--- config.mk ---
export PLATFORM = sky130hd
export DESIGN_NAME = luma_step_sharpener
export DESIGN_NICKNAME = d
export VERILOG_FILES = /design/src/rtl/luma_step_sharpener.sv
export SDC_FILE = /design/constraint.sdc
export NUM_CORES = 1
export LEC_CHECK = 0
export BUFFER_PORTS_ARGS = -buffer_cell sky130_fd_sc_hd__buf_4
export CAP_MARGIN = 20
export CORE_MARGIN = 5
export CORE_UTILIZATION = 50
export DETAILED_ROUTE_END_ITERATION = 10
export PLACE_DENSITY_LB_ADDON = 0.08
export SETUP_SLACK_MARGIN = 0.4
export SLEW_MARGIN = 30
export SYNTH_ARGS = -nofsm -noshare
export SYNTH_HDL_FRONTEND = slang
export SYNTH_SLANG_ARGS = --single-unit
--- constraint.sdc ---
create_clock -name clk -period 10.59 [get_ports clk]
set_clock_uncertainty 0.2 [all_clocks]
set_input_delay 1.059 -clock clk [delete_from_list [all_inputs] [get_ports clk]]
set_output_delay 1.059 -clock clk [all_outputs]
set_load 0.01 [all_outputs]
--- src/rtl/luma_step_sharpener.sv ---
`timescale 1ns/1ps
module luma_step_sharpener #(
  parameter int YW  = 8,
  parameter int CW  = 8,
  parameter int LWW = 6
) (
  input  logic           clk,
  input  logic           rst_n,
  input  logic           in_valid,
  input  logic [YW-1:0]  y_in,
  input  logic [CW-1:0]  u_in,
  input  logic [CW-1:0]  v_in,
  input  logic [LWW-1:0] lw_set,
  output logic           out_valid,
  output logic [YW-1:0]  y_out,
  output logic [YW-1:0]  env_out,
  output logic [CW-1:0]  u_out,
  output logic [CW-1:0]  v_out
);
  localparam int TAPS   = 5;
  localparam int CTR    = TAPS / 2;
  localparam int CDLY   = CTR + 1;
  localparam int DW     = YW + 3;
  localparam int LW_MID = 1 << (LWW - 1);

  logic [YW-1:0] tap [TAPS];
  logic [CW-1:0] ud  [CDLY];
  logic [CW-1:0] vd  [CDLY];
  logic [YW-1:0] mn, mx;
  logic signed [DW-1:0] ctr, bias, dec;
  logic pick_max;

  always_ff @(posedge clk) begin
    if (!rst_n) begin
      for (int i = 0; i < TAPS; i++) tap[i] <= '0;
      for (int i = 0; i < CDLY; i++) begin
        ud[i] <= '0;
        vd[i] <= '0;
      end
    end else if (in_valid) begin
      tap[0] <= y_in;
      ud[0]  <= u_in;
      vd[0]  <= v_in;
      for (int i = 1; i < TAPS; i++) tap[i] <= tap[i-1];
      for (int i = 1; i < CDLY; i++) begin
        ud[i] <= ud[i-1];
        vd[i] <= vd[i-1];
      end
    end
  end

  always_comb begin
    mn = tap[0];
    mx = tap[0];
    for (int i = 1; i < TAPS; i++) begin
      if (tap[i] < mn) mn = tap[i];
      if (tap[i] > mx) mx = tap[i];
    end
  end

  assign ctr  = $signed({2'b00, tap[CTR], 1'b0}) - $signed({3'b000, tap[0]})
              - $signed({3'b000, tap[TAPS-1]});
  assign bias = $signed(DW'(lw_set)) - $signed(DW'(LW_MID));
  assign dec  = ctr + bias;
  assign pick_max = !dec[DW-1];

  always_ff @(posedge clk) begin
    if (!rst_n) begin
      out_valid <= 1'b0;
      y_out     <= '0;
      env_out   <= '0;
      u_out     <= '0;
      v_out     <= '0;
    end else begin
      out_valid <= in_valid;
      if (in_valid) begin
        y_out   <= pick_max ? mx : mn;
        env_out <= mx - mn;
        u_out   <= ud[CDLY-1];
        v_out   <= vd[CDLY-1];
      end
    end
  end

  AST_TAP_SHIFT: assert property (@(posedge clk) disable iff (!rst_n)
    in_valid |=> tap[1] == $past(tap[0]));
  AST_STALL_HOLD: assert property (@(posedge clk) disable iff (!rst_n)
    !in_valid |=> $stable(y_out) && $stable(env_out) && $stable(u_out) && $stable(v_out));
  AST_VALID_FOLLOW: assert property (@(posedge clk) disable iff (!rst_n)
    in_valid |=> out_valid);
  AST_NO_SPURIOUS: assert property (@(posedge clk) disable iff (!rst_n)
    !in_valid |=> !out_valid);
  AST_ENVELOPE_PICK: assert property (@(posedge clk) disable iff (!rst_n)
    in_valid |=> (y_out == $past(mx)) || (y_out == $past(mn)));
  AST_FLAT_CENTRE: assert property (@(posedge clk) disable iff (!rst_n)
    in_valid && (mx == mn) |=> y_out == $past(tap[CTR]));
endmodule

==> results by group <==
Run status
  – Outcome: finished clean

Drt
  – Routed wire length on met3: 1.24 mm
  – Via count: 6219
  – Total length of routed wires: 20.1 mm
  – Drt via density: 5.77
  – Top routing layer in use: met4
  – Met2 WL: 9.30 mm
  – WL per Instance: 18.7 um
  – Detailed-routing wirelength on met1: 9.19 mm
  – Number of design rule violations left after detail routing: 0
  – Number of DRC violations after detailed-routing iteration 0: 490
  – Number of nets with antenna violations after detailed routing: 0
  – Length of the first detailed-routing pass in iterations: 5

Timing
  – Final Hold Viols: 0
  – Final critical-path required period: 9640 ps
  – Final clock period utilization by the worst path: 91.0%
  – Worst rel slew slack: 33.1%
  – Highest Clock Rate: 104 MHz
  – Max-slew violation count: 0
  – Setup repair after global routing missed its margin: false
  – Worst Tran Pin Value: 1000 ps
  – Setup Viol. Count Final: 0

Flow run
  – Count of max-cap constraint violations: 0

Global routing
  – Total Routing Usage GR: 22.2%
  – Antenna violations before repair: 0
  – Vias in the first global route: 6289
  – Wire length of the first global-routing pass: 32.2 mm
  – Total grt overflow: 0
  – Pin count of the biggest net entering global routing: 101

Placed design
  – Gp weighted congestion: 0.900
  – HPWL after detailed placement: 14.1 mm
  – Count of placed standard cells including taps: 1027
  – PortBufs: 65

Cells and area
  – Number of antenna diodes: 0
  – Most frequent cells in the layout: 88 x sky130_fd_sc_hd__buf_4, 88 x sky130_fd_sc_hd__edfxtp_1, 73 x sky130_fd_sc_hd__ha_1
  – Number of nets in the layout: 964
  – Cell Count, Final, Fillers Out: 1078
  – Layout cells sized above 1: 19.3%
  – Layout area overhead: 19.4%

Setup path
  – Cell with the biggest individual delay on the critical path: sky130_fd_sc_hd__edfxtp_1
  – Crit path arrival time: 9790 ps
  – Critical Path Sink Type: register
  – Critical setup path kind: register to register
  – Highest net fanout along the worst path: 8
  – Worst path max stage delay: 400 ps
  – Critical Path Source Type: register
  – Endpoint required time on the critical path: 10740 ps

Power
  – Switching fraction of total power: 35.3%
  – Clock share of power: 29.6%
  – Power consumption: 2.01 mW
  – Net Sw Power: 710 uW
  – Sequential fraction of design power: 29.1%
  – Static Leak: 4.51 nW
  – Cell-internal power: 1.30 mW
  – Peak supply drop: 0.000166 V
  – P per Cell Area: 212 mW/mm^2
  – Combinational share of power: 41.3%

Synthesis
  – Synth top area share: 33.1%
  – Primary flip-flop cell chosen by synthesis mapping: sky130_fd_sc_hd__edfxtp_1
  – Syn Area/Cell: 10.3 um^2
  – FFs w/ async S/R, synth: 0%
  – Post-synthesis instance area: 0.00798 mm^2
  – Total nets after synthesis: 889
  – Yosys top cell by area: sky130_fd_sc_hd__edfxtp_1
  – Number of enable flip-flop cells after synthesis: 88
  – Flip-flop and latch count after synthesis: 121
  – Biggest area contributors in the synthesized netlist: sky130_fd_sc_hd__edfxtp_1 33%, sky130_fd_sc_hd__ha_1 11%, sky130_fd_sc_hd__dfxtp_1 8.3%
  – Total of warnings raised by yosys: 0
  – Fraction of the yosys area taken by sequential cells: 41.4%
  – Cell count after synthesis: 774
  – Post-synthesis cell type count: 64

Die
  – Core outline area: 0.0158 mm^2
  – Effective utilization at floorplan: 50.6%
  – Site Rows: 46
  – Area enclosed by the die boundary: 0.0186 mm^2
  – Vertical extent of the die: 136 um
  – Overall die width: 136 um
  – Number of I/O pins: 66

Clock network
  – Longest Clk Path Bufs: 2
  – H-tree Lvls: 4
  – Clock root cell: sky130_fd_sc_hd__clkbuf_16
  – Clock-pin slew reported for the worst setup and hold paths after clock tree synthesis: 60 ps
  – CTS tree: yes
  – Number of CTS-inserted buffers: 17
  – Clk_lat worst skew: 420 ps
  – Clock Sink Count: 121
  – CTS hold repair buffers: 0

Hold path
  – Class of the worst hold path: register to register
final timing paths:
kind / endpoint / startpoint / cells after the start / slack [ps]
max reg2reg: env_out[7]$_SDFFE_PN0P_ / tap[0][5]$_SDFFCE_PN0P_ / 45 / 950
min reg2reg: y_out[7]$_SDFFE_PN0P_ / y_out[7]$_SDFFE_PN0P_ / 1 / 280
min: y_out[7]$_SDFFE_PN0P_ / y_out[7]$_SDFFE_PN0P_ / 1 / 280
max: env_out[7]$_SDFFE_PN0P_ / tap[0][5]$_SDFFCE_PN0P_ / 45 / 950
flip-flops by register name (all words and copies together), names as in the netlist:
signal / flops
ud: 24
out_valid: 1
y_out: 8
tap: 40
v_out: 8
vd: 24
env_out: 8
u_out: 8
per-layer routing:
layer  vias to the layer above  global-route usage (%)
met5                         -                       0
met4                         0                    8.29
met3                        40                    4.44
met2                       217                    34.8
met1                      2970                    30.4
li1                       2992                       -
cells in the mapped netlist, types with 10 or more instances:
cell type                  number
sky130_fd_sc_hd__clkbuf_1      28
sky130_fd_sc_hd__mux2i_1       49
sky130_fd_sc_hd__a21oi_1       39
sky130_fd_sc_hd__and3_1        70
sky130_fd_sc_hd__nor2_1        52
sky130_fd_sc_hd__edfxtp_1      88
sky130_fd_sc_hd__nand2_1       35
sky130_fd_sc_hd__a21o_1        27
sky130_fd_sc_hd__inv_1         69
sky130_fd_sc_hd__nor2b_1       23
sky130_fd_sc_hd__o21ai_0       25
sky130_fd_sc_hd__dfxtp_1       33
sky130_fd_sc_hd__o211a_1       12
sky130_fd_sc_hd__xnor2_1       10
sky130_fd_sc_hd__o211ai_1      12
sky130_fd_sc_hd__ha_1          73
cell families (layout without fill, tap and decap cells):
logic type,count (synthesis),after routing,share of synthesized area (%)
compound gates,167,168,14.8
xor+xnor,15,15,1.65
fa+ha+maj,84,84,14.0
buf+inv,103,190,5.05
flops,121,121,41.4
mux,63,63,8.33
simple gates,221,221,14.8
per-stage QoR:
stage	hold WS [ps]	cell area [um^2]	setup TNS [ps]	worst slack, ps	utilization, %
2_1_floorplan	279	7980	0	930	-
3_3_place_gp	264	8630	0	386	54.7
3_5_place_dp	261	8630	-154	-154	54.7
4_1_cts	284	9280	0	415	58.9
5_1_grt	310	9520	0	315	60.4
6_report	282	9520	0	951	60.4
worst max-delay path: cells and delay by family (launching register included):
kind	cells	cell delay [ps]
adders and majority gates	5	1450
muxes	6	1700
and+or+nand+nor	11	1780
buffers and inverters	4	410
AOI/OAI and AO/OA	17	3370
DFF	1	400
xor gates and xnor gates	2	290
power by group through the flow:
stage | Clock, mW | Sequential [mW] | Combinational [mW]
6_report | 0.596 | 0.586 | 0.831
5_1_grt | 0.627 | 0.590 | 0.915
4_1_cts | 0.607 | 0.587 | 0.769
3_5_place_dp | 0 | 0.595 | 0.748
3_3_place_gp | 0 | 0.594 | 0.734
2_1_floorplan | 0 | 0.592 | 0.561
repair_timing:
action                                  CTS  global route
resized for setup                         7            25
pin swaps                                 1            10
gates cloned                              0             1
endpoints found under the setup margin    4             7
buffers inserted                          1            17
layout make-up:
cell class / instances / area, um^2
Inverter: 70 / 264
Sequential cell: 121 / 3300
Timing Repair Buffer: 88 / 661
Multi-Input combinational cell: 551 / 4420
Clock inverter: 13 / 170
Tap cell: 216 / 270
Fill cell: 1348 / 6250
Clock buffer: 19 / 433
(Power assumes the default switching activity.)
